### config.mk
export PLATFORM = sky130hd
export DESIGN_NAME = int_entry_seq
export DESIGN_NICKNAME = d
export VERILOG_FILES = /design/src/rtl/int_entry_pkg.sv /design/src/rtl/int_entry_phys.sv /design/src/rtl/int_entry_ctrl.sv /design/src/rtl/int_entry_vecasm.sv /design/src/rtl/int_entry_seq.sv
export SDC_FILE = /design/constraint.sdc
export NUM_CORES = 1
export LEC_CHECK = 0
export ABC_CLOCK_PERIOD_IN_PS = 8220
export BUFFER_PORTS_ARGS = -buffer_cell sky130_fd_sc_hd__buf_2
export CORE_ASPECT_RATIO = 1.25
export CORE_MARGIN = 1
export CORE_UTILIZATION = 40
export CTS_BUF_LIST = sky130_fd_sc_hd__clkbuf_16
export CTS_CLUSTER_SIZE = 28
export DETAILED_ROUTE_END_ITERATION = 8
export PLACE_DENSITY = 0.65
export SLEW_MARGIN = 0
export SYNTH_ARGS = -nofsm -noshare
export SYNTH_HDL_FRONTEND = slang
export SYNTH_SLANG_ARGS = --single-unit
### constraint.sdc
create_clock -name clk -period 8.22 [get_ports clk]
set_clock_uncertainty 0.1 [all_clocks]
set_input_delay 1.644 -clock clk [delete_from_list [all_inputs] [get_ports clk]]
set_output_delay 1.644 -clock clk [all_outputs]
set_load 0.05 [all_outputs]
### src/rtl/int_entry_pkg.sv
package int_entry_pkg;
   // Sequencer phase: accept, push stack bytes, fetch vector bytes,
   // capture the last fetched byte, report.
   typedef enum logic [2:0] {
      PH_IDLE  = 3'd0,
      PH_PUSH  = 3'd1,
      PH_FETCH = 3'd2,
      PH_FIN   = 3'd3,
      PH_DONE  = 3'd4
   } phase_t;

   // Words saved on entry: flags, code segment, return address.
   localparam int unsigned PUSH_WORDS  = 3;
   // Words read from the vector table: offset then segment.
   localparam int unsigned FETCH_WORDS = 2;
endpackage

### src/rtl/int_entry_phys.sv
// Segment:offset to physical address with wrap at ADDR_W bits.
module int_entry_phys #(
   parameter int unsigned SEG_W     = 16,
   parameter int unsigned OFF_W     = 16,
   parameter int unsigned SEG_SHIFT = 4,
   parameter int unsigned ADDR_W    = 20
) (
   input  logic [SEG_W-1:0]  seg,
   input  logic [OFF_W-1:0]  off,
   output logic [ADDR_W-1:0] phys
);
   localparam int unsigned SHIFTED_W = SEG_W + SEG_SHIFT;
   localparam int unsigned SUM_W     = ((SHIFTED_W > OFF_W) ? SHIFTED_W : OFF_W) + 1;

   generate
      if (SUM_W > ADDR_W) begin : g_wrap
         // Sum is wider than the bus: add in ADDR_W bits so it wraps.
         assign phys = (ADDR_W'(seg) << SEG_SHIFT) + ADDR_W'(off);
      end else begin : g_full
         // Bus holds the full sum: no wrap possible.
         logic [SUM_W-1:0] sum;
         assign sum  = (SUM_W'(seg) << SEG_SHIFT) + SUM_W'(off);
         assign phys = ADDR_W'(sum);
      end
   endgenerate
endmodule

### src/rtl/int_entry_ctrl.sv
// Phase and byte counter for the entry sequence.
module int_entry_ctrl
   import int_entry_pkg::*;
#(
   parameter int unsigned NPUSH  = 6,
   parameter int unsigned NFETCH = 4,
   parameter int unsigned CNT_W  = 3
) (
   input  logic             clk,
   input  logic             rst_n,
   input  logic             req_valid,
   output logic             accept,
   output phase_t           phase,
   output logic [CNT_W-1:0] cnt
);
   localparam logic [CNT_W-1:0] PUSH_LAST  = CNT_W'(NPUSH - 1);
   localparam logic [CNT_W-1:0] FETCH_LAST = CNT_W'(NFETCH - 1);

   phase_t           phase_n;
   logic [CNT_W-1:0] cnt_n;

   assign accept = (phase == PH_IDLE) && req_valid;

   always_comb begin
      phase_n = phase;
      cnt_n   = cnt;
      unique case (phase)
         PH_IDLE: begin
            if (req_valid) begin
               phase_n = PH_PUSH;
               cnt_n   = '0;
            end
         end
         PH_PUSH: begin
            if (cnt == PUSH_LAST) begin
               phase_n = PH_FETCH;
               cnt_n   = '0;
            end else begin
               cnt_n = cnt + 1'b1;
            end
         end
         PH_FETCH: begin
            if (cnt == FETCH_LAST) begin
               phase_n = PH_FIN;
               cnt_n   = '0;
            end else begin
               cnt_n = cnt + 1'b1;
            end
         end
         PH_FIN:  phase_n = PH_DONE;
         PH_DONE: phase_n = PH_IDLE;
         default: begin
            phase_n = PH_IDLE;
            cnt_n   = '0;
         end
      endcase
   end

   always_ff @(posedge clk or negedge rst_n) begin
      if (!rst_n) begin
         phase <= PH_IDLE;
         cnt   <= '0;
      end else begin
         phase <= phase_n;
         cnt   <= cnt_n;
      end
   end
endmodule

### src/rtl/int_entry_vecasm.sv
// Collects vector bytes into little-endian words.
module int_entry_vecasm #(
   parameter int unsigned BYTE_W = 8,
   parameter int unsigned WORD_W = 16,
   parameter int unsigned NBYTES = 4,
   parameter int unsigned IDX_W  = 2
) (
   input  logic              clk,
   input  logic              rst_n,
   input  logic              cap_en,
   input  logic [IDX_W-1:0]  cap_idx,
   input  logic [BYTE_W-1:0] din,
   output logic [WORD_W-1:0] vec_ip,
   output logic [WORD_W-1:0] vec_cs
);
   logic [NBYTES*BYTE_W-1:0] vec_all;

   generate
      for (genvar i = 0; i < NBYTES; i++) begin : g_slot
         logic [BYTE_W-1:0] slot_q;
         always_ff @(posedge clk or negedge rst_n) begin
            if (!rst_n)
               slot_q <= '0;
            else if (cap_en && (cap_idx == IDX_W'(i)))
               slot_q <= din;
         end
         // Byte at the lower address sits in the lower lane.
         assign vec_all[i*BYTE_W +: BYTE_W] = slot_q;
      end
   endgenerate

   assign vec_ip = vec_all[WORD_W-1:0];
   assign vec_cs = vec_all[2*WORD_W-1:WORD_W];
endmodule

### src/rtl/int_entry_seq.sv
// Interrupt entry microsequencer: push return context, fetch vector.
module int_entry_seq
   import int_entry_pkg::*;
#(
   parameter int unsigned TYPE_W    = 8,
   parameter int unsigned BYTE_W    = 8,
   parameter int unsigned WORD_W    = 16,
   parameter int unsigned ADDR_W    = 20,
   parameter int unsigned SEG_SHIFT = 4,
   parameter int unsigned RET_STEP  = 2
) (
   input  logic              clk,
   input  logic              rst_n,
   input  logic              req_valid,
   input  logic [TYPE_W-1:0] req_type,
   input  logic [WORD_W-1:0] req_flags,
   input  logic [WORD_W-1:0] req_cs,
   input  logic [WORD_W-1:0] req_ip,
   input  logic [WORD_W-1:0] req_ss,
   input  logic [WORD_W-1:0] req_sp,
   output logic [ADDR_W-1:0] mem_addr,
   output logic              mem_wr,
   output logic              mem_rd,
   output logic [BYTE_W-1:0] mem_wdata,
   input  logic [BYTE_W-1:0] mem_rdata,
   output logic              busy,
   output logic              done,
   output logic [WORD_W-1:0] new_cs,
   output logic [WORD_W-1:0] new_ip,
   output logic [WORD_W-1:0] new_sp
);
   localparam int unsigned BPW    = WORD_W / BYTE_W;
   localparam int unsigned NPUSH  = PUSH_WORDS * BPW;
   localparam int unsigned NFETCH = FETCH_WORDS * BPW;
   localparam int unsigned CNT_W  = $clog2(NPUSH);
   localparam int unsigned FIDX_W = (NFETCH > 1) ? $clog2(NFETCH) : 1;

   // Elaboration-time parameter checks
   generate
      if (WORD_W % BYTE_W != 0) begin : g_bad_ratio
         $error("WORD_W must be a multiple of BYTE_W");
      end
      if (BPW < 1) begin : g_bad_bpw
         $error("WORD_W must be at least BYTE_W");
      end
      if (ADDR_W < TYPE_W + FIDX_W) begin : g_bad_addr
         $error("ADDR_W too narrow for the vector table");
      end
      if (CNT_W < FIDX_W) begin : g_bad_cnt
         $error("counter narrower than fetch index");
      end
   endgenerate

   // Request capture
   logic              accept;
   phase_t            phase;
   logic [CNT_W-1:0]  cnt;
   logic [TYPE_W-1:0] type_q;
   logic [WORD_W-1:0] flags_q, cs_q, ret_q, ss_q, sp_q;

   always_ff @(posedge clk or negedge rst_n) begin
      if (!rst_n) begin
         type_q  <= '0;
         flags_q <= '0;
         cs_q    <= '0;
         ret_q   <= '0;
         ss_q    <= '0;
         sp_q    <= '0;
      end else if (accept) begin
         type_q  <= req_type;
         flags_q <= req_flags;
         cs_q    <= req_cs;
         ret_q   <= req_ip + WORD_W'(RET_STEP);
         ss_q    <= req_ss;
         sp_q    <= req_sp;
      end
   end

   int_entry_ctrl #(
      .NPUSH (NPUSH),
      .NFETCH(NFETCH),
      .CNT_W (CNT_W)
   ) u_ctrl (
      .clk      (clk),
      .rst_n    (rst_n),
      .req_valid(req_valid),
      .accept   (accept),
      .phase    (phase),
      .cnt      (cnt)
   );

   // Push byte order: descending addresses, word 0 (flags) first,
   // high lane of each word first.
   logic [PUSH_WORDS*WORD_W-1:0] push_words;
   logic [BYTE_W-1:0]            push_byte [NPUSH];

   assign push_words = {ret_q, cs_q, flags_q};

   generate
      for (genvar k = 0; k < NPUSH; k++) begin : g_push_lane
         localparam int unsigned WI   = k / BPW;
         localparam int unsigned LANE = BPW - 1 - (k % BPW);
         assign push_byte[k] = push_words[WI*WORD_W + LANE*BYTE_W +: BYTE_W];
      end
   endgenerate

   // Stack address: pre-decrement below the captured pointer.
   logic [WORD_W-1:0] push_off;
   logic [ADDR_W-1:0] push_addr;

   assign push_off = sp_q - WORD_W'(cnt) - WORD_W'(1);

   int_entry_phys #(
      .SEG_W    (WORD_W),
      .OFF_W    (WORD_W),
      .SEG_SHIFT(SEG_SHIFT),
      .ADDR_W   (ADDR_W)
   ) u_stack_phys (
      .seg (ss_q),
      .off (push_off),
      .phys(push_addr)
   );

   // Vector address: segment 0, entry n at n * NFETCH.
   logic [ADDR_W-1:0] fetch_addr;
   assign fetch_addr = ADDR_W'(type_q) * ADDR_W'(NFETCH) + ADDR_W'(cnt);

   assign mem_wr    = (phase == PH_PUSH);
   assign mem_rd    = (phase == PH_FETCH);
   assign mem_wdata = mem_wr ? push_byte[cnt] : '0;

   always_comb begin
      unique case (phase)
         PH_PUSH:  mem_addr = push_addr;
         PH_FETCH: mem_addr = fetch_addr;
         default:  mem_addr = '0;
      endcase
   end

   // Read data returns one cycle after the address.
   logic              cap_en_q;
   logic [FIDX_W-1:0] cap_idx_q;

   always_ff @(posedge clk or negedge rst_n) begin
      if (!rst_n) begin
         cap_en_q  <= 1'b0;
         cap_idx_q <= '0;
      end else begin
         cap_en_q  <= (phase == PH_FETCH);
         cap_idx_q <= cnt[FIDX_W-1:0];
      end
   end

   int_entry_vecasm #(
      .BYTE_W(BYTE_W),
      .WORD_W(WORD_W),
      .NBYTES(NFETCH),
      .IDX_W (FIDX_W)
   ) u_vec (
      .clk    (clk),
      .rst_n  (rst_n),
      .cap_en (cap_en_q),
      .cap_idx(cap_idx_q),
      .din    (mem_rdata),
      .vec_ip (new_ip),
      .vec_cs (new_cs)
   );

   assign busy   = (phase != PH_IDLE);
   assign done   = (phase == PH_DONE);
   assign new_sp = sp_q - WORD_W'(NPUSH);
endmodule

==> results of run 1 <==
## registers in the layout, summed over array words and instances (netlist names)
register,count
type_q,8
cs_q,16
u_vec.g_slot.slot_q,32
u_ctrl.cnt,3
ss_q,16
ret_q,16
flags_q,16
cap_en_q,1
cap_idx_q,2
sp_q,16
u_ctrl.phase,3
## synth_stat cells (6+ instances only)
cell type  count
nand2_1      262
dfrtp_1      129
mux2_2        40
xor2_1        31
o21ai_0       30
nor2_1        29
clkbuf_1      27
ha_1          25
nand3_1       24
xnor2_1       20
a21oi_1       18
inv_1         12
a21o_1        10
a22oi_1        9
nor3_1         9
and3_1         8
buf_2          8
mux4_2         8
nand2b_1       6
nor4_1         6
## area by class of cell
class,count,area [sq um],area share [%]
clock buffer,17,425,4.87
clock inverter,14,125,1.43
inverter,14,52.6,0.602
multi-input combinational,595,3690,42.2
sequential,129,3230,37.0
tap,224,280,3.21
timing repair buffer,183,931,10.7
## path summary, 6_finish.rpt
check                                             from                        end  slack, ns  cells past startpoint
min in group asynchronous                        rst_n       ret_q[7]$_DFFE_PN0P_       1.11                      1
max in group asynchronous                        rst_n        sp_q[8]$_DFFE_PN0P_       5.28                      3
hold reg to reg                    cs_q[4]$_DFFE_PN0P_        cs_q[4]$_DFFE_PN0P_       0.37                      2
hold / removal                     cs_q[4]$_DFFE_PN0P_        cs_q[4]$_DFFE_PN0P_       0.37                      2
setup / recovery             u_ctrl.cnt[1]$_DFFE_PN0P_               mem_addr[19]       2.10                     13
setup reg to reg           u_ctrl.phase[0]$_DFFE_PN0P_  u_ctrl.cnt[1]$_DFFE_PN0P_       5.79                      5
## tightest hold or removal path, stage by stage (launching register included)
cell     delay [ns]
dfrtp_1        0.34
nand2_1        0.05
nand2_1        0.05
## metrics by stage
stage / utilization (%) / instances
global route: 49.9 / 1176
CTS: 49.9 / 1176
floorplan: - / 777
finish: 49.9 / 1176
global placement: 46.7 / 1145
detailed placement: 46.7 / 1145
## logic make-up after synthesis
logic type | count (synthesis)
xor gates and xnor gates | 51
and+or+nand+nor | 374
buffers and inverters | 53
adders and majority gates | 27
muxes | 51
DFF | 129
AOI/OAI and AO/OA | 92
## metal layers
layer / global-route usage [%] / share of wire (%) / up-vias
li1: - / - / 2953
met4: 7.16 / 1.3 / 0
met1: 26.4 / 43 / 2823
met2: 36.3 / 51 / 163
met3: 5.05 / 4.6 / 14
met5: 0 / 0 / -
==> flow_metrics.env, run 1 <==
export IMPL_core_area_sq_um=17500
export IMPL_grt_pass1_vias=5718
export IMPL_io_pins=179
export IMPL_maxCapViolCount=0
export IMPL_crit_chain="inv_1 -> fa_1 -> a21o_1 -> nor2_1 -> nand3_1 -> xnor2_1 -> ha_1 -> a21o_1 -> a221oi_1 -> nor4_1 -> a311oi_1 -> nand3_1 -> buf_2"
export IMPL_critPathBufInv=2
export IMPL_clk_pin_slew_ns=0.06
export IMPL_drtIter0Drc=308
export IMPL_maxSlewHeadroom_pct=36.4
export IMPL_chipWidth_um=122
export IMPL_synth_top_area_share_pct=45.2
export IMPL_wire_per_inst_um=16.0
export IMPL_yosysTopAreaCell="dfrtp_1"
export IMPL_gr_usage_all_layers_pct=21.3
export IMPL_cp_start_kind="flip-flop"
export IMPL_clk_path_buf_depth=2
export IMPL_yosys_area_share_simple_pct=22.9
export IMPL_synth_area_sq_um=7140
export IMPL_synth_top_family_by_area="simple AND/OR/NAND/NOR gates"
export IMPL_synth_edff_count=0
export IMPL_hpwlAfterDp_um=13800
export IMPL_fin_ws_ns=2.10
export IMPL_tightest_slew_ns=0.954
export IMPL_crit_family="compound AO/OA/AOI/OAI gates"
export IMPL_fmax_mhz=163
export IMPL_final_setup_tns_ns=0
export IMPL_min_period_ns=6.12
export IMPL_synth_xor_area_share_pct=6.25
export IMPL_synth_cell_type_count=55
export IMPL_final_cell_mix="nand2_1 (261), buf_2 (177), dfrtp_1 (129)"
export IMPL_drt_total_wl_um=18800
export IMPL_status="finished clean"
export IMPL_whs_ns=0.372
export IMPL_synth_nets=903
export IMPL_setup_violations=0
export IMPL_endpoint_kind="output port"
export IMPL_critical_path_arrival_ns=4.37
export IMPL_hold_viol=0
export IMPL_yosysSeqAreaShare_pct=45.2
export IMPL_start_util_pct=40.8
export IMPL_antenna_found_initial=0
export IMPL_clkLatencyLatePin_ns=0.41
export IMPL_gp_congestion=0.884
export IMPL_pre_cts_slack_ns=2.51
export IMPL_synth_ff_type="dfrtp_1"
export IMPL_numClockSinks=129
export IMPL_dr_pass1_iters=4
export IMPL_die_area_sq_um=18400
export IMPL_cts_inserted_buffers=17
export IMPL_nets=1066
export IMPL_synthArstFlopShare_pct=100
export IMPL_layout_drive_gt1_share_pct=28.3
export IMPL_nFillCells=1721
export IMPL_final_common_cell="nand2_1"
export IMPL_grt_overflow_total=0
export IMPL_dieHeight_um=151
export IMPL_placed_area_sq_um=8180
export IMPL_synth_compound_area_share_pct=8.25
export IMPL_avgViaCountPerCell=5.06
export IMPL_synthMuxAreaShare_pct=9.25
export IMPL_grt_start_max_net_pins=87
export IMPL_drv_slew=0
export IMPL_postRouteAntennaNets=0
export IMPL_rows=54
export IMPL_synth_area_leaders="dfrtp_1 (45%), nand2_1 (14%), mux2_2 (6.3%)"
export IMPL_cpPeakStageDelay_ns=0.68
export IMPL_design_area_sq_um=8730
export IMPL_ys_ff_latch=129
export IMPL_port_buffers=178
export IMPL_synth_warnings=0
export IMPL_cp_slowest_cell="dfrtp_1"
export IMPL_diodes=0
export IMPL_cp_required_ns=6.48
export IMPL_htreeDepth=4
export IMPL_cts_resized=0
export IMPL_finalCritPeriodShare_pct=74.4
export IMPL_critPathKind="flip-flop to output port"
export IMPL_min_delay_path_class="flip-flop to flip-flop"
export IMPL_worst_path_max_fanout=13
export IMPL_hold_buffers=0
export IMPL_cts_tree="done"
export IMPL_avgSynthCellArea_sq_um=9.19
export IMPL_synth_fa_ha_area_share_pct=4.94
export IMPL_syn_inst=777
export IMPL_grt_pass1_wl_um=29700
export IMPL_cts_setup_buffers=0
export IMPL_vias=5953
export IMPL_syn2layout_area_growth_pct=22.2
export IMPL_rsz0062_at_grt="no"
export IMPL_root_buffer="clkbuf_16"
export IMPL_route_detailed_drc=0
Power of run 1 is not shown: default switching activity piles up to over one toggle a cycle in this logic, so the estimate is an artifact.
==> run 2, diff against run 1 <==
Settings changed: ABC_CLOCK_PERIOD_IN_PS 8220 to 5050, PLACE_DENSITY 0.65 to 0.67.
Clock period 8.22 ns to 5.05 ns, I/O delays scaled along.
==> run 2 against run 1 <==
  * Final area grew 2.3%
  * Hold slack worse by 0.0044 ns
  * Flip-flop and latch count unchanged
  * Count of clock-buffer cells in the layout unchanged
  * Sequential share of layout area shrank 0.81 points
  * Register-to-register slack got worse by 3.1 ns
  * Largest cell class unchanged
  * Routed wire length up 0.65%
  * Die area stayed put
  * Critical path type unchanged
  * Utilization increased by 1.2 points
==> flow_metrics.env, run 2 (synthesis results as in run 1) <==
export IMPL_drt_total_wl_um=18900
export IMPL_diodes=0
export IMPL_root_buffer="clkbuf_16"
export IMPL_design_area_sq_um=8930
export IMPL_crit_path_start="u_ctrl.cnt[1]$_DFFE_PN0P_"
export IMPL_grt_pass1_wl_um=30400
export IMPL_wire_per_inst_um=16.0
export IMPL_final_common_cell="nand2_1"
export IMPL_core_area_sq_um=17500
export IMPL_drv_slew=0
export IMPL_cts_inserted_buffers=17
export IMPL_cp_start_kind="flip-flop"
export IMPL_gr_usage_all_layers_pct=21.7
export IMPL_final_cell_mix="nand2_1 (261), buf_2 (171), dfrtp_1 (127)"
export IMPL_cp_required_ns=3.94
export IMPL_hold_start="cs_q[12]$_DFFE_PN0P_"
export IMPL_die_area_sq_um=18400
export IMPL_critical_path_arrival_ns=3.80
export IMPL_status="finished clean"
export IMPL_grt_start_max_net_pins=67
export IMPL_clk_pin_slew_ns=0.06
export IMPL_antenna_found_initial=0
export IMPL_multi_input_area_sq_um=3790
export IMPL_min_delay_path_class="flip-flop to flip-flop"
export IMPL_finalCritPeriodShare_pct=97.3
export IMPL_tightest_slew_ns=0.917
export IMPL_io_pins=179
export IMPL_vias=6064
export IMPL_route_detailed_drc=0
export IMPL_final_setup_tns_ns=0
export IMPL_hold_viol=0
export IMPL_seqCellArea_sq_um=3230
export IMPL_endpoint_kind="output port"
export IMPL_port_buffers=178
export IMPL_start_util_pct=40.8
export IMPL_htreeDepth=4
export IMPL_chipWidth_um=122
export IMPL_grt_overflow_total=0
export IMPL_hold_buffers=0
export IMPL_largest_register="u_vec.g_slot.slot_q"
export IMPL_drtIter0Drc=427
export IMPL_maxCapViolCount=0
export IMPL_syn2layout_area_growth_pct=25.0
export IMPL_clk_path_buf_depth=2
export IMPL_cts_tree="done"
export IMPL_clkLatencyLatePin_ns=0.42
export IMPL_setup_violations=0
export IMPL_worst_path_max_fanout=4
export IMPL_critPathKind="flip-flop to output port"
export IMPL_gp_congestion=0.880
export IMPL_postRouteAntennaNets=0
export IMPL_nets=1070
export IMPL_maxSlewHeadroom_pct=38.7
export IMPL_dieHeight_um=151
export IMPL_min_period_ns=4.91
export IMPL_placed_area_sq_um=8240
export IMPL_dr_pass1_iters=5
export IMPL_numClockSinks=129
export IMPL_grt_pass1_vias=5879
export IMPL_nFillCells=1647
export IMPL_r2r_start="u_ctrl.phase[2]$_DFFE_PN0P_"
export IMPL_largest_register_ffs=32
export IMPL_layout_drive_gt1_share_pct=30.6
export IMPL_fmax_mhz=204
export IMPL_hpwlAfterDp_um=13800
export IMPL_rows=54
export IMPL_avgViaCountPerCell=5.14
run 2: path summary, 6_finish.rpt:
check / endpoint / slack, ns / cells past startpoint
max reg2reg: type_q[4]$_DFFE_PN0P_ / 2.65 / 4
max in group asynchronous: flags_q[2]$_DFFE_PN0P_ / 3.30 / 2
min reg2reg: cs_q[12]$_DFFE_PN0P_ / 0.37 / 2
min in group asynchronous: sp_q[11]$_DFFE_PN0P_ / 0.57 / 1
max: mem_addr[18] / 0.14 / 13
min: cs_q[12]$_DFFE_PN0P_ / 0.37 / 2
run 2: layout make-up:
cell class	instances	area share, %
Sequential cell	129	36.2
Timing Repair Buffer	187	11.0
Clock buffer	17	4.76
Tap cell	224	3.14
Multi-Input combinational cell	595	42.5
Clock inverter	14	1.89
Inverter	14	0.616
run 2: layer usage:
metal	global-route usage (%)	part of all wire (%)	wire length (um)
met1	25.7	42	7870
met2	37.4	51	9650
met3	5.31	5.1	972
met4	8.64	2.2	425
met5	0	0	0
run 2: per-stage QoR:
stage	std cells	hold WS [ns]	util [%]	setup slack (ns)
2_1_floorplan	777	0.301	-	-0.00209
3_3_place_gp	1148	0.352	47.1	0.467
3_5_place_dp	1148	0.357	47.1	0.323
4_1_cts	1179	0.372	50.6	0.00111
5_1_grt	1180	0.387	51.1	-0.0177
6_report	1180	0.367	51.1	0.139
run 2: worst max-delay path: stages (launching register included):
cell,delay [ns]
dfrtp_1,0.37
inv_1,0.13
ha_1,0.26
a21o_1,0.21
a211o_4,0.39
nor4_4,0.15
xor2_1,0.23
ha_1,0.29
a21o_1,0.20
a211o_1,0.28
o22a_2,0.28
a211o_1,0.30
nand3_1,0.09
buf_4,0.20
run 2: what timing repair did:
action / CTS / global route
pin swaps: 0 / 3
endpoints found under the setup margin: 4 / 9
buffers inserted: 0 / 1
gates resized for setup: 4 / 24
Power of run 2 is left out for the same reason.
